## src/rtl/ntc_pkg.sv

```systemverilog
package ntc_pkg;

    typedef enum logic [1:0] {
        ST_ACQUIRE,
        ST_GATE,
        ST_RUN,
        ST_TRIP
    } ntc_state_t;

endpackage

```

## src/rtl/ntc_code_stepper.sv

```systemverilog
module ntc_code_stepper #(
    parameter int CODE_W = 8,
    parameter int DIV    = 7
) (
    input  logic              clk,
    input  logic              rst_n,
    input  logic              fast_mode,
    input  logic              fast_tick,
    input  logic              half_cycle,
    input  logic              cmp_above,
    output logic [CODE_W-1:0] code
);
    localparam int DIV_W = (DIV > 2) ? $clog2(DIV) : 1;
    localparam logic [CODE_W-1:0] CODE_MAX = '1;

    logic [DIV_W-1:0] div_cnt;
    logic             slow_hit;
    logic             step_en;

    assign slow_hit = half_cycle && (div_cnt == DIV_W'(DIV - 1));
    assign step_en  = fast_mode ? fast_tick : slow_hit;

    // divider is held at phase zero during fast acquisition
    always_ff @(posedge clk or negedge rst_n) begin
        if (!rst_n) begin
            div_cnt <= '0;
        end else if (fast_mode) begin
            div_cnt <= '0;
        end else if (half_cycle) begin
            if (div_cnt == DIV_W'(DIV - 1)) div_cnt <= '0;
            else                            div_cnt <= div_cnt + 1'b1;
        end
    end

    // voltage above reference means too much current: step down
    always_ff @(posedge clk or negedge rst_n) begin
        if (!rst_n) begin
            code <= '0;
        end else if (step_en) begin
            if (cmp_above) begin
                if (code != '0) code <= code - 1'b1;
            end else begin
                if (code != CODE_MAX) code <= code + 1'b1;
            end
        end
    end
endmodule

```

## src/rtl/ntc_iir_lpf.sv

```systemverilog
module ntc_iir_lpf #(
    parameter int W     = 8,
    parameter int SHIFT = 2
) (
    input  logic         clk,
    input  logic         rst_n,
    input  logic         preload,
    input  logic         update,
    input  logic [W-1:0] din,
    output logic [W-1:0] dout
);
    // one extra fraction bit keeps the rounded output exact once settled
    localparam int F  = SHIFT + 1;
    localparam int AW = W + F;

    logic [AW-1:0]        acc;
    logic [AW-1:0]        target;
    logic signed [AW+1:0] diff;
    logic signed [AW+1:0] step;
    logic signed [AW+1:0] sum;
    logic [AW:0]          rnd;

    assign target = {din, {F{1'b0}}};
    assign diff   = $signed({2'b00, target}) - $signed({2'b00, acc});
    assign step   = diff >>> SHIFT;
    assign sum    = $signed({2'b00, acc}) + step;

    always_ff @(posedge clk or negedge rst_n) begin
        if (!rst_n)       acc <= '0;
        else if (preload) acc <= target;
        else if (update)  acc <= sum[AW-1:0];
    end

    assign rnd  = {1'b0, acc} + (AW+1)'(1 << (F - 1));
    assign dout = rnd[AW] ? '1 : rnd[AW-1:F];
endmodule

```

## src/rtl/ntc_derate.sv

```systemverilog
module ntc_derate #(
    parameter int CODE_W = 8,
    parameter int DIM_W  = 8,
    parameter int LO     = 197,
    parameter int HI     = 242
) (
    input  logic [CODE_W-1:0] temp,
    input  logic [DIM_W-1:0]  dim_in,
    input  logic              enable,
    output logic [DIM_W-1:0]  dim_out
);
    localparam int GQ    = 8;
    localparam int SPAN  = HI - LO;
    localparam int KQ    = ((1 << (GQ - 1)) * (1 << GQ) + SPAN / 2) / SPAN;
    localparam int PW    = CODE_W + 16;
    localparam int GW    = GQ + 1;

    logic [CODE_W-1:0]   off;
    logic [PW-1:0]       prod;
    logic [PW-1:0]       prod_q;
    logic [GW-1:0]       gain;
    logic [DIM_W+GW-1:0] scaled;

    assign off    = temp - CODE_W'(LO);
    assign prod   = PW'(off) * PW'(KQ);
    assign prod_q = prod >> GQ;

    always_comb begin
        if (temp <= CODE_W'(LO))      gain = GW'(1 << GQ);
        else if (temp >= CODE_W'(HI)) gain = GW'(1 << (GQ - 1));
        else                          gain = GW'(1 << GQ) - prod_q[GW-1:0];
    end

    assign scaled  = (DIM_W+GW)'(dim_in) * (DIM_W+GW)'(gain);
    assign dim_out = enable ? scaled[DIM_W+GQ-1:GQ] : '0;
endmodule

```

## src/rtl/ntc_track_derate.sv

```systemverilog
module ntc_track_derate
    import ntc_pkg::*;
#(
    parameter int CODE_W     = 8,
    parameter int DIM_W      = 8,
    parameter int STEP_DIV   = 7,
    parameter int ACQ_TICKS  = 300,
    parameter int SD_SHIFT   = 2,
    parameter int DR_SHIFT   = 14,
    parameter int TRIP_CODE  = 246,
    parameter int CLEAR_CODE = 220,
    parameter int DR_LO_CODE = 197,
    parameter int DR_HI_CODE = 242
) (
    input  logic              clk,
    input  logic              rst_n,
    input  logic              cmp_above,
    input  logic              half_cycle,
    input  logic              fast_tick,
    input  logic [DIM_W-1:0]  dim_in,
    output logic [CODE_W-1:0] dac_code,
    output logic [DIM_W-1:0]  dim_out,
    output logic              shutdown,
    output logic              ready
);
    localparam int ACQ_W = $clog2(ACQ_TICKS + 1);

    ntc_state_t        state, state_nx;
    logic [ACQ_W-1:0]  acq_cnt;
    logic              acq_done;
    logic              fast_mode;
    logic [CODE_W-1:0] sd_filt;
    logic [CODE_W-1:0] dr_filt;

    assign acq_done = (acq_cnt == ACQ_W'(ACQ_TICKS));

    always_ff @(posedge clk or negedge rst_n) begin
        if (!rst_n)                                          acq_cnt <= '0;
        else if (state == ST_ACQUIRE && fast_tick && !acq_done) acq_cnt <= acq_cnt + 1'b1;
    end

    // state register
    always_ff @(posedge clk or negedge rst_n) begin
        if (!rst_n) state <= ST_ACQUIRE;
        else        state <= state_nx;
    end

    // transitions
    always_comb begin
        state_nx = state;
        unique case (state)
            ST_ACQUIRE: if (acq_done)                          state_nx = ST_GATE;
            ST_GATE:    if (dac_code < CODE_W'(CLEAR_CODE))    state_nx = ST_RUN;
            ST_RUN:     if (sd_filt >= CODE_W'(TRIP_CODE))     state_nx = ST_TRIP;
            ST_TRIP:    if (sd_filt < CODE_W'(CLEAR_CODE))     state_nx = ST_RUN;
            default:                                           state_nx = ST_ACQUIRE;
        endcase
    end

    // outputs decoded from state
    always_comb begin
        fast_mode = 1'b0;
        ready     = 1'b0;
        shutdown  = 1'b0;
        unique case (state)
            ST_ACQUIRE: fast_mode = 1'b1;
            ST_GATE:    fast_mode = 1'b1;
            ST_RUN:     ready     = 1'b1;
            ST_TRIP: begin
                ready    = 1'b1;
                shutdown = 1'b1;
            end
            default:    fast_mode = 1'b1;
        endcase
    end

    ntc_code_stepper #(.CODE_W(CODE_W), .DIV(STEP_DIV)) u_step (
        .clk        (clk),
        .rst_n      (rst_n),
        .fast_mode  (fast_mode),
        .fast_tick  (fast_tick),
        .half_cycle (half_cycle),
        .cmp_above  (cmp_above),
        .code       (dac_code)
    );

    ntc_iir_lpf #(.W(CODE_W), .SHIFT(SD_SHIFT)) u_sd_lpf (
        .clk     (clk),
        .rst_n   (rst_n),
        .preload (fast_mode),
        .update  (half_cycle),
        .din     (dac_code),
        .dout    (sd_filt)
    );

    ntc_iir_lpf #(.W(CODE_W), .SHIFT(DR_SHIFT)) u_dr_lpf (
        .clk     (clk),
        .rst_n   (rst_n),
        .preload (fast_mode),
        .update  (half_cycle),
        .din     (dac_code),
        .dout    (dr_filt)
    );

    ntc_derate #(
        .CODE_W (CODE_W),
        .DIM_W  (DIM_W),
        .LO     (DR_LO_CODE),
        .HI     (DR_HI_CODE)
    ) u_derate (
        .temp    (dr_filt),
        .dim_in  (dim_in),
        .enable  (ready),
        .dim_out (dim_out)
    );
endmodule

```

## config.mk

```make
export PLATFORM = sky130hd
export DESIGN_NAME = ntc_track_derate
export DESIGN_NICKNAME = d
export VERILOG_FILES = /design/src/rtl/ntc_pkg.sv /design/src/rtl/ntc_code_stepper.sv /design/src/rtl/ntc_iir_lpf.sv /design/src/rtl/ntc_derate.sv /design/src/rtl/ntc_track_derate.sv
export SDC_FILE = /design/constraint.sdc
export NUM_CORES = 1
export LEC_CHECK = 0
export ABC_AREA = 1
export BUFFER_PORTS_ARGS = -buffer_cell sky130_fd_sc_hd__buf_2
export CAP_MARGIN = 20
export CORE_ASPECT_RATIO = 0.7
export CORE_MARGIN = 3
export CORE_UTILIZATION = 65
export DETAILED_ROUTE_END_ITERATION = 12
export MAX_ROUTING_LAYER = met4
export PLACE_DENSITY = 0.83
export SYNTH_ARGS = -nofsm -noshare
export SYNTH_HDL_FRONTEND = slang
export SYNTH_SLANG_ARGS = --single-unit
```

## constraint.sdc

```tcl
create_clock -name clk -period 12.2 [get_ports clk]
set_clock_uncertainty 0.1 [all_clocks]
set_input_delay 2.44 -clock clk [delete_from_list [all_inputs] [get_ports clk]]
set_output_delay 2.44 -clock clk [all_outputs]
set_load 0.05 [all_outputs]
```

## Word level (Yosys, flattened, before mapping)

Cells that the tools add are included.
W data, S select, Z words.

- Register bits after elaboration: 56
- Bits in latches: 0
- Bits in writable memories: 0
- Memory bits (read-only): 0
- Input port bits: 13
- Output and inout port bits: 18
- Word-level logic and storage cells: 72
- Memories: 0

- Add/sub/neg operators: 12
- $mul: 2
- Divide/modulo/power cells: 0
- $lt $le $gt $ge: 5
- Equality and inequality tests: 11
- Shift-type cells: 0
- Multiplexer cells: 24
- Bitwise operators: 0
- Reduce and logical (&&, ||, !) cells: 12

Operator list:

| kind | number |
|---|---|
| $mux W8 | 6 |
| $mux W23 | 2 |
| $add A23 B15 Y24 const B | 1 |
| $sub A23 B23 Y24 | 1 |
| $add A23 B10 Y23 | 1 |
| $mux W11 | 2 |
| $mux W9 | 2 |
| $ge A8 B8 Y1 const B | 2 |
| $lt A8 B8 Y1 const B | 2 |
| $mul A8 B9 Y16 | 1 |
| $mul A8 B7 Y14 const B | 1 |
| $add A11 B3 Y12 const B | 1 |
| $sub A11 B11 Y12 | 1 |
| $add A11 B10 Y11 | 1 |
| $add A9 B1 Y9 const B | 1 |
| $eq A9 B9 Y1 const B | 1 |
| $mux W3 | 3 |
| $sub A9 B9 Y9 const A | 1 |
| $add A8 B1 Y8 const B | 1 |
| $le A8 B8 Y1 const B | 1 |
| $mux W2 | 4 |
| $ne A2 B2 Y1 const B | 4 |
| $ne A8 B8 Y1 const B | 1 |
| $pmux W2 S4 | 1 |
| other kinds (16) | 24 |

## Depth between registers and ports, before layout

- Word-level depth: 9
- Gate-level depth with buffers: 52
- Depth with buffers taken out: 51

## By module

From an unflattened synthesis, not the netlist that was laid out.

- Cells, all modules: 1605
- Area total of the unflattened synthesis: 10353.7 sq um

By module, submodules not included:

| module | instances | cells an instance | area each (sq um) | seq. area each (sq um) |
|---|---|---|---|---|
| ntc_derate | 1 | 583 | 3920.0 | 0.0 |
| ntc_iir_lpf (u_dr_lpf) | 1 | 521 | 3134.3 | 575.6 |
| ntc_iir_lpf (u_sd_lpf) | 1 | 273 | 1725.4 | 275.3 |
| ntc_code_stepper | 1 | 124 | 857.1 | 275.3 |
| ntc_track_derate | 1 | 104 | 716.9 | 275.3 |

## Worst setup path before layout

Ideal clock, no wire load.

- Path kind: register to output
- From: register u_dr_lpf.acc[16]
- To: output port dim_out[7]
- Arrival time: 9.163 ns
- Data required time: 9.660 ns
- Path slack: 0.497 ns
- Cell stages (with the launch flop): 46
- Buffers on the path: 1
- Path through: dfrtp_1 buf_4 nand2_4 nor2_8 nand3_4 inv_1 nor2_1 ha_1 a21oi_2 nor2_1 nand2_1 xor2_1 ha_1 inv_1 fa_1 inv_1 fa_1 inv_1 [... 10 more ...] nand3_2 inv_2 nand2_1 fa_1 inv_1 fa_1 fa_1 inv_1 fa_1 inv_1 ha_1 a21oi_1 o21ai_0 a211oi_1 nand2_1 nand3_1 nand2_1 nor2_1

- Cells in the longest elaborated chain, start to end: 9
- Elaborated cells between the ends (all ways): 11
- Classes of those cells: add/sub (3); mul (2); order compare (2); mux (4)

Ends and longest elaborated chain:

| item | line | source |
|---|---|---|
| start: declaration | ntc_iir_lpf.sv:16 | `logic [AW-1:0] acc;` |
| start signal: assignment | ntc_iir_lpf.sv:30 | `else if (preload) acc <= target;` |
| start signal: assignment | ntc_iir_lpf.sv:31 | `else if (update) acc <= sum[AW-1:0];` |
| $add A23 B15 Y24 * | ntc_iir_lpf.sv:34 | `assign rnd = {1'b0, acc} + (AW+1)'(1 << (F - 1));` |
| $mux W8 * | ntc_iir_lpf.sv:35 | `assign dout = rnd[AW] ? '1 : rnd[AW-1:F];` |
| $sub A8 B8 Y8 | ntc_derate.sv:24 | `assign off = temp - CODE_W'(LO);` |
| $mul A8 B7 Y14 | ntc_derate.sv:25 | `assign prod = PW'(off) * PW'(KQ);` |
| $sub A9 B9 Y9 | ntc_derate.sv:31 | `else gain = GW'(1 << GQ) - prod_q[GW-1:0];` |
| $mux W9 | ntc_derate.sv:30 | `else if (temp >= CODE_W'(HI)) gain = GW'(1 << (GQ - 1));` |
| $mux W9 * | ntc_derate.sv:29 | `if (temp <= CODE_W'(LO)) gain = GW'(1 << GQ);` |
| $mul A8 B9 Y16 * | ntc_derate.sv:34 | `assign scaled = (DIM_W+GW)'(dim_in) * (DIM_W+GW)'(gain);` |
| $mux W8 * | ntc_derate.sv:35 | `assign dim_out = enable ? scaled[DIM_W+GQ-1:GQ] : '0;` |
| end: declaration | ntc_track_derate.sv:22 | `output logic [DIM_W-1:0] dim_out,` |

Mark *: on every way between the ends. The rest lies on a longest branch, timed or not.

## Worst setup path in the final report

- From: register u_dr_lpf.acc[15]
- To: output port dim_out[7]

Same word-level chain as after synthesis.

==> results.md <==
* # rows at 35
* Die X at 146 um
* YS warnings at 0
* Initial antenna violation count at 0
* Syn_area_per_cell at 7.20 sq um
* Clock network latency to the later pin of the worst-skew pair at 0.30 ns
* Slew margin rel. at 40.2%
* Clock Path Buffers at 2
* Multi-input combinational cell area at 6880 sq um
* F_max at 0.0849 GHz
* PortBufs at 30
* Setup crit end kind: primary output
* MaxCap Viol Count at 0
* Crit path time final at 11.78 ns
* Syn Nets at 1431
* Largest net degree at the start of global routing at 57
* Worst-Margin Slew at 0.891 ns
* Largest area contributor in the netlist: ha_1
* Hold Crit Depth at 1
* DRT iter0 DRCs at 602
* Yosys reg bits at 56
* Register area at 1410 sq um
* Cell area after synthesis at 8900 sq um
* Worst EP arrival at 9.24 ns
* I/O pins at 31
* First-pass GRT wire length at 36.1 mm
* CTS buffer count at 5
* DIE HEIGHT at 104 um
* CTS H-tree lvls at 2
* WP data required at 9.66 ns
* Status: complete, no violations
* Share of cells above drive strength 1 at 12.3%
* Count leader, synth: inv_1
* Mapped Cells at 1237
* RePlAce Congestion at 0.949
* Sequential share of the synthesized area at 15.7%
* Root buffer cell: clkbuf_16
* Avg WL per Cell at 14.6 um
* Routed wire length at 21.4 mm
* Gr ovfl total at 0
* Post-DP HPWL at 16.6 mm
* Ys flop type: dfrtp_1
* Vias at 8302
* Die area at 15200 sq um
* Reg2reg setup slack at 7.36 ns
* First-pass detailed-route iteration total at 5
* Setup CP Type: reg -> out
* FFs w/ async S/R, synth at 100%
* Layout area overhead at 10.7%
* Post-route ant nets at 0
* Slowest stage cell on the critical path: fa_1
* CP Launch Type: flop
* Critical path peak fanout at 7
* CTS tree: built
* GRT Total Usage at 28.9%
* Core Box Area at 13300 sq um
* Placed Area at 9270 sq um
* Final cycle utilization of the critical path at 96.5%
* Final setup vio count at 0
* Post-synthesis cell type count at 47
* Initial Utilization at 67.1%
* Reg2reg path depth at 24
* Final Instance Area at 9850 sq um
* Via density at 5.66
* Layout net count at 1475
* Final Max Slew Viols at 0
* Layout fillers at 996
* CTS clock-pin slew for the worst setup and hold paths at 0.08 ns
* Critical Path Max Stage Delay at 0.55 ns
* Main area contributors after synthesis: ha_1, dfrtp_1, fa_1, inv_1, nand2_1
* Post-synth EDFFs at 0
* Synth cell count leaders: inv_1, nand2_1, nor2_1, ha_1, a21oi_1
* Clk sinks at 56
* Endpoints failing hold at 0
* Vias in the first global route at 7740
* # DRC at 0
* Min-delay worst type: reg -> reg
* Share of Yosys cell area claimed by the top area cell type at 17.7%
* Antenna Cells at 0
[per-stage QoR]
stage | util (%) | hold WS [ns] | setup WS (ns) | TNS (ns) | instances
after floorplan | - | 0.342 | 0.497 | 0 | 1237
after global placement | 69.9 | 0.357 | 0.553 | 0 | 1446
final | 74.3 | 0.375 | 0.424 | 0 | 1467
after global routing | 74.3 | 0.386 | -0.0958 | -0.293 | 1467
after detailed placement | 69.9 | 0.364 | 0.229 | 0 | 1446
after CTS | 71.1 | 0.376 | -0.000750 | -0.000750 | 1454
[cells by family (layout without fill, tap and decap cells)]
family,after synthesis,after routing,synth area share (%)
compound gates,194,194,12.6
xor+xnor,58,58,5.79
fa+ha+maj,181,181,30.1
buf+inv,248,293,10.5
flops,56,56,15.7
simple gates,500,500,25.3
[cell type report]
| class | count | share of cell area [%] |
|---|---|---|
| Sequential cell | 56 | 14.3 |
| Tap cell | 185 | 2.35 |
| Multi-Input combinational cell | 933 | 69.8 |
| Timing Repair Buffer | 47 | 2.97 |
| Inverter | 238 | 9.07 |
| Clock buffer | 5 | 1.27 |
| Clock inverter | 3 | 0.254 |
[routing by layer]
metal | wire, um | vias to the layer above | track usage (%)
li1 | - | 4103 | -
met1 | 10500 | 3857 | 44.6
met2 | 9040 | 310 | 41.5
met3 | 1540 | 32 | 3.27
met4 | 310 | 0 | 4.81
met5 | 0 | - | -
[worst paths after layout]
path,start,end
worst max-delay path,u_dr_lpf.acc[15],dim_out[7]
worst min-delay path,acq_cnt[8],acq_cnt[8]
worst max register to register,u_dr_lpf.acc[4],u_dr_lpf.acc[18]
worst min register to register,acq_cnt[8],acq_cnt[8]
max in group asynchronous,rst_n,u_dr_lpf.acc[20]
min in group asynchronous,rst_n,u_dr_lpf.acc[7]
[registers in the layout, indices dropped and copies added (netlist names)]
register and cells:
u_step.div_cnt 3, u_sd_lpf.acc 11, u_step.code 8, state 2, acq_cnt 9, u_dr_lpf.acc 23
[layout by cell type (no fill, tap or decap), types with 6 or more instances in the layout]
master / n
a21oi_1: 78
nand2_2: 18
xnor2_1: 9
nand4_1: 15
xor2_1: 43
o211ai_1: 10
nor2_1: 119
dfrtp_1: 51
nand2_4: 8
nor4_1: 7
nand2_1: 207
buf_4: 18
nand3_1: 68
nor2_2: 11
nor3_1: 14
fa_1: 55
inv_1: 227
nand3_2: 9
ha_1: 119
o21ai_0: 53
inv_2: 10
o221ai_1: 8
ha_4: 6
buf_2: 27
[critical path, delay by kind of cell, from the launching register on]
family                     cells  cell delay [ns]
AOI/OAI and AO/OA              4             0.50
buffers and inverters         10             0.78
DFF                            1             0.45
and+or+nand+nor               20             2.13
adders and majority gates     11             4.69
xor gates and xnor gates       2             0.37
[repair_timing]
action / 4_1_cts / 5_1_grt
pin swaps: 0 / 26
resized for setup: 5 / 74
buffers inserted: 0 / 13
hold buffers: 0 / 0
setup endpoints to repair: 3 / 8
Power is left out: the tool's default activity adds up to more than one toggle a clock period on the data nets, which glitch-free logic cannot reach.
